**src/rtl/dbn_pkg.sv**
```systemverilog
package dbn_pkg;

  typedef enum logic [1:0] {
    ST_OPEN      = 2'd0,
    ST_PEND_DOWN = 2'd1,
    ST_DOWN      = 2'd2,
    ST_PEND_UP   = 2'd3
  } dbn_state_e;

endpackage

```
**src/rtl/dbn_sync.sv**
```systemverilog
module dbn_sync #(
  parameter int STAGES = 2
) (
  input  logic clk,
  input  logic rst_n,
  input  logic async_in,
  output logic sync_out
);

  logic [STAGES-1:0] chain_q;

  // Reset to 1: an open contact reads high.
  always_ff @(posedge clk or negedge rst_n) begin
    if (!rst_n) begin
      chain_q <= '1;
    end else begin
      chain_q <= {chain_q[STAGES-2:0], async_in};
    end
  end

  assign sync_out = chain_q[STAGES-1];

endmodule

```
**src/rtl/dbn_run_counter.sv**
```systemverilog
module dbn_run_counter #(
  parameter int CW = 4
) (
  input  logic          clk,
  input  logic          rst_n,
  input  logic          clr,
  input  logic          inc,
  output logic [CW-1:0] cnt
);

  logic [CW-1:0] cnt_d;
  logic          cnt_en;

  always_comb begin
    cnt_en = clr | inc;
    cnt_d  = cnt;
    if (clr) begin
      cnt_d = '0;
    end else if (inc) begin
      cnt_d = cnt + 1'b1;
    end
  end

  always_ff @(posedge clk or negedge rst_n) begin
    if (!rst_n) begin
      cnt <= '0;
    end else if (cnt_en) begin
      cnt <= cnt_d;
    end
  end

endmodule

```
**src/rtl/dbn_fsm.sv**
```systemverilog
module dbn_fsm
  import dbn_pkg::*;
#(
  parameter int N  = 10,
  parameter int CW = 4
) (
  input  logic          clk,
  input  logic          rst_n,
  input  logic          tick,
  input  logic          closed,
  input  logic [CW-1:0] cnt,
  output logic          cnt_clr,
  output logic          cnt_inc,
  output logic          held,
  output logic          pulse
);

  localparam logic [CW:0] LIMIT = (CW+1)'(N);

  dbn_state_e state_q, state_d;
  logic       pulse_d;
  logic [CW:0] run_len;

  // In a stable state the count is zero, so run_len is 1 for the first contrary sample.
  assign run_len = {1'b0, cnt} + 1'b1;

  always_comb begin
    state_d = state_q;
    cnt_clr = 1'b0;
    cnt_inc = 1'b0;
    pulse_d = 1'b0;
    if (tick) begin
      unique case (state_q)
        ST_OPEN, ST_PEND_DOWN: begin
          if (closed) begin
            if (run_len >= LIMIT) begin
              state_d = ST_DOWN;
              cnt_clr = 1'b1;
              pulse_d = 1'b1;
            end else begin
              state_d = ST_PEND_DOWN;
              cnt_inc = 1'b1;
            end
          end else begin
            state_d = ST_OPEN;
            cnt_clr = 1'b1;
          end
        end
        ST_DOWN, ST_PEND_UP: begin
          if (!closed) begin
            if (run_len >= LIMIT) begin
              state_d = ST_OPEN;
              cnt_clr = 1'b1;
            end else begin
              state_d = ST_PEND_UP;
              cnt_inc = 1'b1;
            end
          end else begin
            state_d = ST_DOWN;
            cnt_clr = 1'b1;
          end
        end
        default: begin
          state_d = ST_OPEN;
          cnt_clr = 1'b1;
        end
      endcase
    end
  end

  always_ff @(posedge clk or negedge rst_n) begin
    if (!rst_n) begin
      state_q <= ST_OPEN;
      pulse   <= 1'b0;
    end else begin
      state_q <= state_d;
      pulse   <= pulse_d;
    end
  end

  assign held = (state_q == ST_DOWN) || (state_q == ST_PEND_UP);

  AST_HOLD_WITHOUT_TICK: assert property (@(posedge clk) disable iff (!rst_n)
    !tick |=> $stable(state_q));
  AST_PULSE_SINGLE: assert property (@(posedge clk) disable iff (!rst_n)
    pulse |=> !pulse);
  AST_PULSE_AFTER_TICK: assert property (@(posedge clk) disable iff (!rst_n)
    pulse |-> $past(tick));
  AST_PULSE_WITH_LEVEL: assert property (@(posedge clk) disable iff (!rst_n)
    pulse |-> held);
  AST_RUN_BELOW_LIMIT: assert property (@(posedge clk) disable iff (!rst_n)
    {1'b0, cnt} < LIMIT);
  AST_HELD_RISE_PULSE: assert property (@(posedge clk) disable iff (!rst_n)
    $rose(held) |-> pulse);

endmodule

```
**src/rtl/sampled_debouncer.sv**
```systemverilog
module sampled_debouncer #(
  parameter int CONFIRM_SAMPLES = 10,
  parameter int SYNC_STAGES     = 2
) (
  input  logic clk,
  input  logic rst_n,
  input  logic sample_tick,
  input  logic btn_raw_n,
  output logic btn_held,
  output logic press_pulse
);

  localparam int CW = (CONFIRM_SAMPLES < 2) ? 1 : $clog2(CONFIRM_SAMPLES);

  logic          raw_sync_n;
  logic          closed;
  logic          cnt_clr;
  logic          cnt_inc;
  logic [CW-1:0] run_cnt;

  dbn_sync #(.STAGES(SYNC_STAGES)) u_sync (
    .clk      (clk),
    .rst_n    (rst_n),
    .async_in (btn_raw_n),
    .sync_out (raw_sync_n)
  );

  // Active-low contact: 0 on the line means pressed.
  assign closed = ~raw_sync_n;

  dbn_run_counter #(.CW(CW)) u_cnt (
    .clk   (clk),
    .rst_n (rst_n),
    .clr   (cnt_clr),
    .inc   (cnt_inc),
    .cnt   (run_cnt)
  );

  dbn_fsm #(.N(CONFIRM_SAMPLES), .CW(CW)) u_fsm (
    .clk     (clk),
    .rst_n   (rst_n),
    .tick    (sample_tick),
    .closed  (closed),
    .cnt     (run_cnt),
    .cnt_clr (cnt_clr),
    .cnt_inc (cnt_inc),
    .held    (btn_held),
    .pulse   (press_pulse)
  );

endmodule

```
**config.mk**
```make
export PLATFORM = sky130hd
export DESIGN_NAME = sampled_debouncer
export DESIGN_NICKNAME = d
export VERILOG_FILES = /design/src/rtl/dbn_pkg.sv /design/src/rtl/dbn_sync.sv /design/src/rtl/dbn_run_counter.sv /design/src/rtl/dbn_fsm.sv /design/src/rtl/sampled_debouncer.sv
export SDC_FILE = /design/constraint.sdc
export NUM_CORES = 1
export LEC_CHECK = 0
export BUFFER_PORTS_ARGS = -buffer_cell sky130_fd_sc_hd__buf_4
export CAP_MARGIN = 20
export CELL_PAD_IN_SITES_DETAIL_PLACEMENT = 2
export CELL_PAD_IN_SITES_GLOBAL_PLACEMENT = 2
export CORE_AREA = 2 2 40 42
export DETAILED_ROUTE_END_ITERATION = 7
export DIE_AREA = 0 0 42 44
export GPL_ROUTABILITY_DRIVEN = 0
export GPL_TIMING_DRIVEN = 0
export PLACE_DENSITY_LB_ADDON = 0.25
export SYNTH_ARGS = -nofsm -noshare
export SYNTH_HDL_FRONTEND = slang
export SYNTH_SLANG_ARGS = --single-unit
export TNS_END_PERCENT = 5
```
**constraint.sdc**
```tcl
create_clock -name clk -period 1.89 [get_ports clk]
set_input_delay 0.189 -clock clk [delete_from_list [all_inputs] [get_ports clk]]
set_output_delay 0.189 -clock clk [all_outputs]
set_load 0.01 [all_outputs]
```
==> results.json <==
{
  "ys.flop_type": "dfrtp_1",
  "cts-root-buf": "clkbuf_4",
  "fmax_mhz": 600.3,
  "leakage_uw": 0.0002252,
  "port_buffers": 5,
  "ys_types": 24,
  "synth-seq-cells": 8,
  "gr-total-overflow": 0,
  "cts-resized-gates": 0,
  "synth_most_common_cell": "dfrtp_1",
  "die_y_um": 44,
  "final_nets": 56,
  "path_class": "flop to flop",
  "finalHoldViolations": 0,
  "start_kind": "flop",
  "synth_top_area_cell": "dfrtp_1",
  "powerDensity_nw_per_um2": 760.0,
  "syn_area_per_cell_um2": 11.10,
  "grt_max_degree": 9,
  "drt_iter0_drc": 11,
  "die-area_um2": 1848,
  "synthTopCellsByArea": "dfrtp_1 (35%), dfstp_2 (12%), ha_1 (5.8%)",
  "ir_drop_uv": 362.6,
  "hold_class": "input port to flop",
  "ys_warn_count": 0,
  "clockBufferDepth": 2,
  "core_area_um2": 1419,
  "critPathMaxFanout": 5,
  "tightest_slew_ns": 0.3754,
  "synth_fp_nets": 45,
  "synth_seq_area_share": 0.4682,
  "post_drt_wl_per_cell_um": 15.89,
  "netlist_instances": 39,
  "critPathSlowestCell": "dfrtp_1",
  "antenna_found_initial": 0,
  "worstPathCellList": "ha_1 -> xor2_1 -> nor3b_2 -> o21ai_0 -> nor4b_2",
  "critPathMaxStageDelay_ns": 0.43,
  "synth_top_area_frac": 0.3468,
  "synthArstFlopShare": 1.000,
  "placed_area_um2": 490.5,
  "drc": 0,
  "status": "completed",
  "max_cap_violations": 0,
  "drive_above_1_share": 0.3125,
  "numCtsBuffers": 3,
  "grtUsageTotal": 0.1352,
  "ant_nets": 0,
  "fin_crit_sh": 0.8814,
  "cts_tree": "yes",
  "ff2ff_setup_slack_ns": 0.22,
  "clk_pin_slew_ns": 0.06,
  "synth_edf_count": 0,
  "critPathArrivalTime_ns": 1.80,
  "slew_headroom": 0.7487,
  "first_pass_iters": 4,
  "fillers": 161,
  "final.setup.tns_ns": 0,
  "fin_crit_ns": 1.666,
  "synth_top_cells_by_count": "dfrtp_1 (6), nand3_1 (4), inv_1 (3), nor2_1 (3)",
  "io-pin-count": 6,
  "clkLatencyLatePin_ns": 0.26,
  "endpoint_kind": "flop",
  "grt_pass1_wl_um": 1759,
  "clock_sinks": 8,
  "diodes": 0,
  "die_w_um": 42,
  "synth.cell_area_um2": 432.9,
  "area_growth_pct": 20.81,
  "crit_required_ns": 2.02,
  "h-tree-depth": 1,
  "dp_hpwl_um": 766.2,
  "via_per_inst": 5.219,
  "rows": 14,
  "rsz0062_at_grt": "false",
  "final_area_um2": 523.0,
  "skew_ns": 0.004359,
  "num_vias": 334,
  "setup_viol": 0,
  "start_util": 0.3051,
  "final_max_slew_viol_count": 0,
  "routed_wl_um": 1017,
  "grt_pass1_vias": 377
}
## path summary, 6_finish.rpt
check	from	end	cells after the start
max in group asynchronous	rst_n	u_sync.chain_q[1]$_DFF_PN1_	2
max	u_cnt.cnt[0]$_DFFE_PN0P_	u_fsm.pulse$_DFF_PN0_	5
max reg2reg	u_cnt.cnt[0]$_DFFE_PN0P_	u_fsm.pulse$_DFF_PN0_	5
min in group asynchronous	rst_n	u_fsm.state_q[1]$_DFFE_PN0P_	2
min reg2reg	u_sync.chain_q[0]$_DFF_PN1_	u_sync.chain_q[1]$_DFF_PN1_	0
min	btn_raw_n	u_sync.chain_q[0]$_DFF_PN1_	1
## power breakdown
part / internal, uW / leakage, uW / switching [uW]
registers: 183 / 0.0000975 / 12.8
clock network: 72.9 / 0.0000138 / 61.8
logic: 30.1 / 0.000114 / 36.7
## area by class of cell
cell class              count  area, um2  share of cell area
flip-flops and latches      8      202.7              0.3876
clock buffers               3      22.52             0.04306
repair buffers              6      47.55             0.09091
well taps                  16      20.02             0.03828
inverters                   3      11.26             0.02153
multi-input cells          27      215.2              0.4115
plain buffers               1      3.754            0.007177
## routing by layer
layer	GRT usage	up-vias	part of all wire	wire length, um
met5	0	-	0	0
met4	0.05806	0	0.0098	10
met3	0.03750	2	0.029	30
met2	0.2469	6	0.54	547
met1	0.1465	168	0.42	429
li1	-	158	-	-
## placed cells by master, fill, tap and decap left out
cell type      instances
nor4b_2                1
a31oi_1                2
inv_1                  3
xor2_2                 1
nor2_1                 3
xnor2_1                1
mux2i_1                1
dlygate4sd3_1          1
buf_4                  5
nand3_2                1
nor3b_2                1
xor2_1                 1
clkbuf_4               3
or3_1                  1
dfrtp_1                6
nand3_1                4
nand2_1                1
clkbuf_1               1
a22o_1                 1
a22o_2                 1
nand4b_1               1
o2bb2ai_1              1
o21ai_0                1
o31ai_1                1
nand2b_1               1
dfstp_2                2
ha_1                   2
## stage by stage
step / hold WS (ns) / cells / setup slack [ns] / util / total power (uW)
3_5_place_dp: 0.01236 / 60 / 0.2400 / 0.3457 / 264.9
6_report: 0.03432 / 64 / 0.2241 / 0.3686 / 397.5
2_1_floorplan: -0.1066 / 39 / 0.4742 / - / 238.9
5_1_grt: 0.03238 / 64 / 0.1183 / 0.3686 / 418.8
4_1_cts: 0.02991 / 64 / 0.2065 / 0.3686 / 404.0
3_3_place_gp: 0.01083 / 60 / 0.2939 / 0.3457 / 258.8
## flip-flops by register name, summed over array words and instances, names as in the netlist
name / cells
u_sync.chain_q: 2
u_fsm.state_q: 1
u_fsm.pulse: 1
u_cnt.cnt: 4
## cells by family after synthesis
family / Yosys count / share of synthesized area
XOR/XNOR: 3 / 0.07805
AND/OR/NAND/NOR: 14 / 0.2168
buffers and inverters: 4 / 0.03467
adder cells (fa/ha/maj): 2 / 0.05779
multiplexers: 1 / 0.02312
flip-flops: 8 / 0.4682
AO/OA/AOI/OAI: 7 / 0.1214
## worst max-delay path, delay by kind of cell (launching register included)
family / cells / cell delay [ns]
simple gates: 2 / 0.52
flops: 1 / 0.43
fa+ha+maj: 1 / 0.28
xor+xnor: 1 / 0.17
compound gates: 1 / 0.13
## what timing repair did
action / CTS / global route
setup buffers: 0 / 0
endpoints found under the hold margin: 8 / 0
hold buffers: 1 / 0
(Power assumes the default switching activity.)
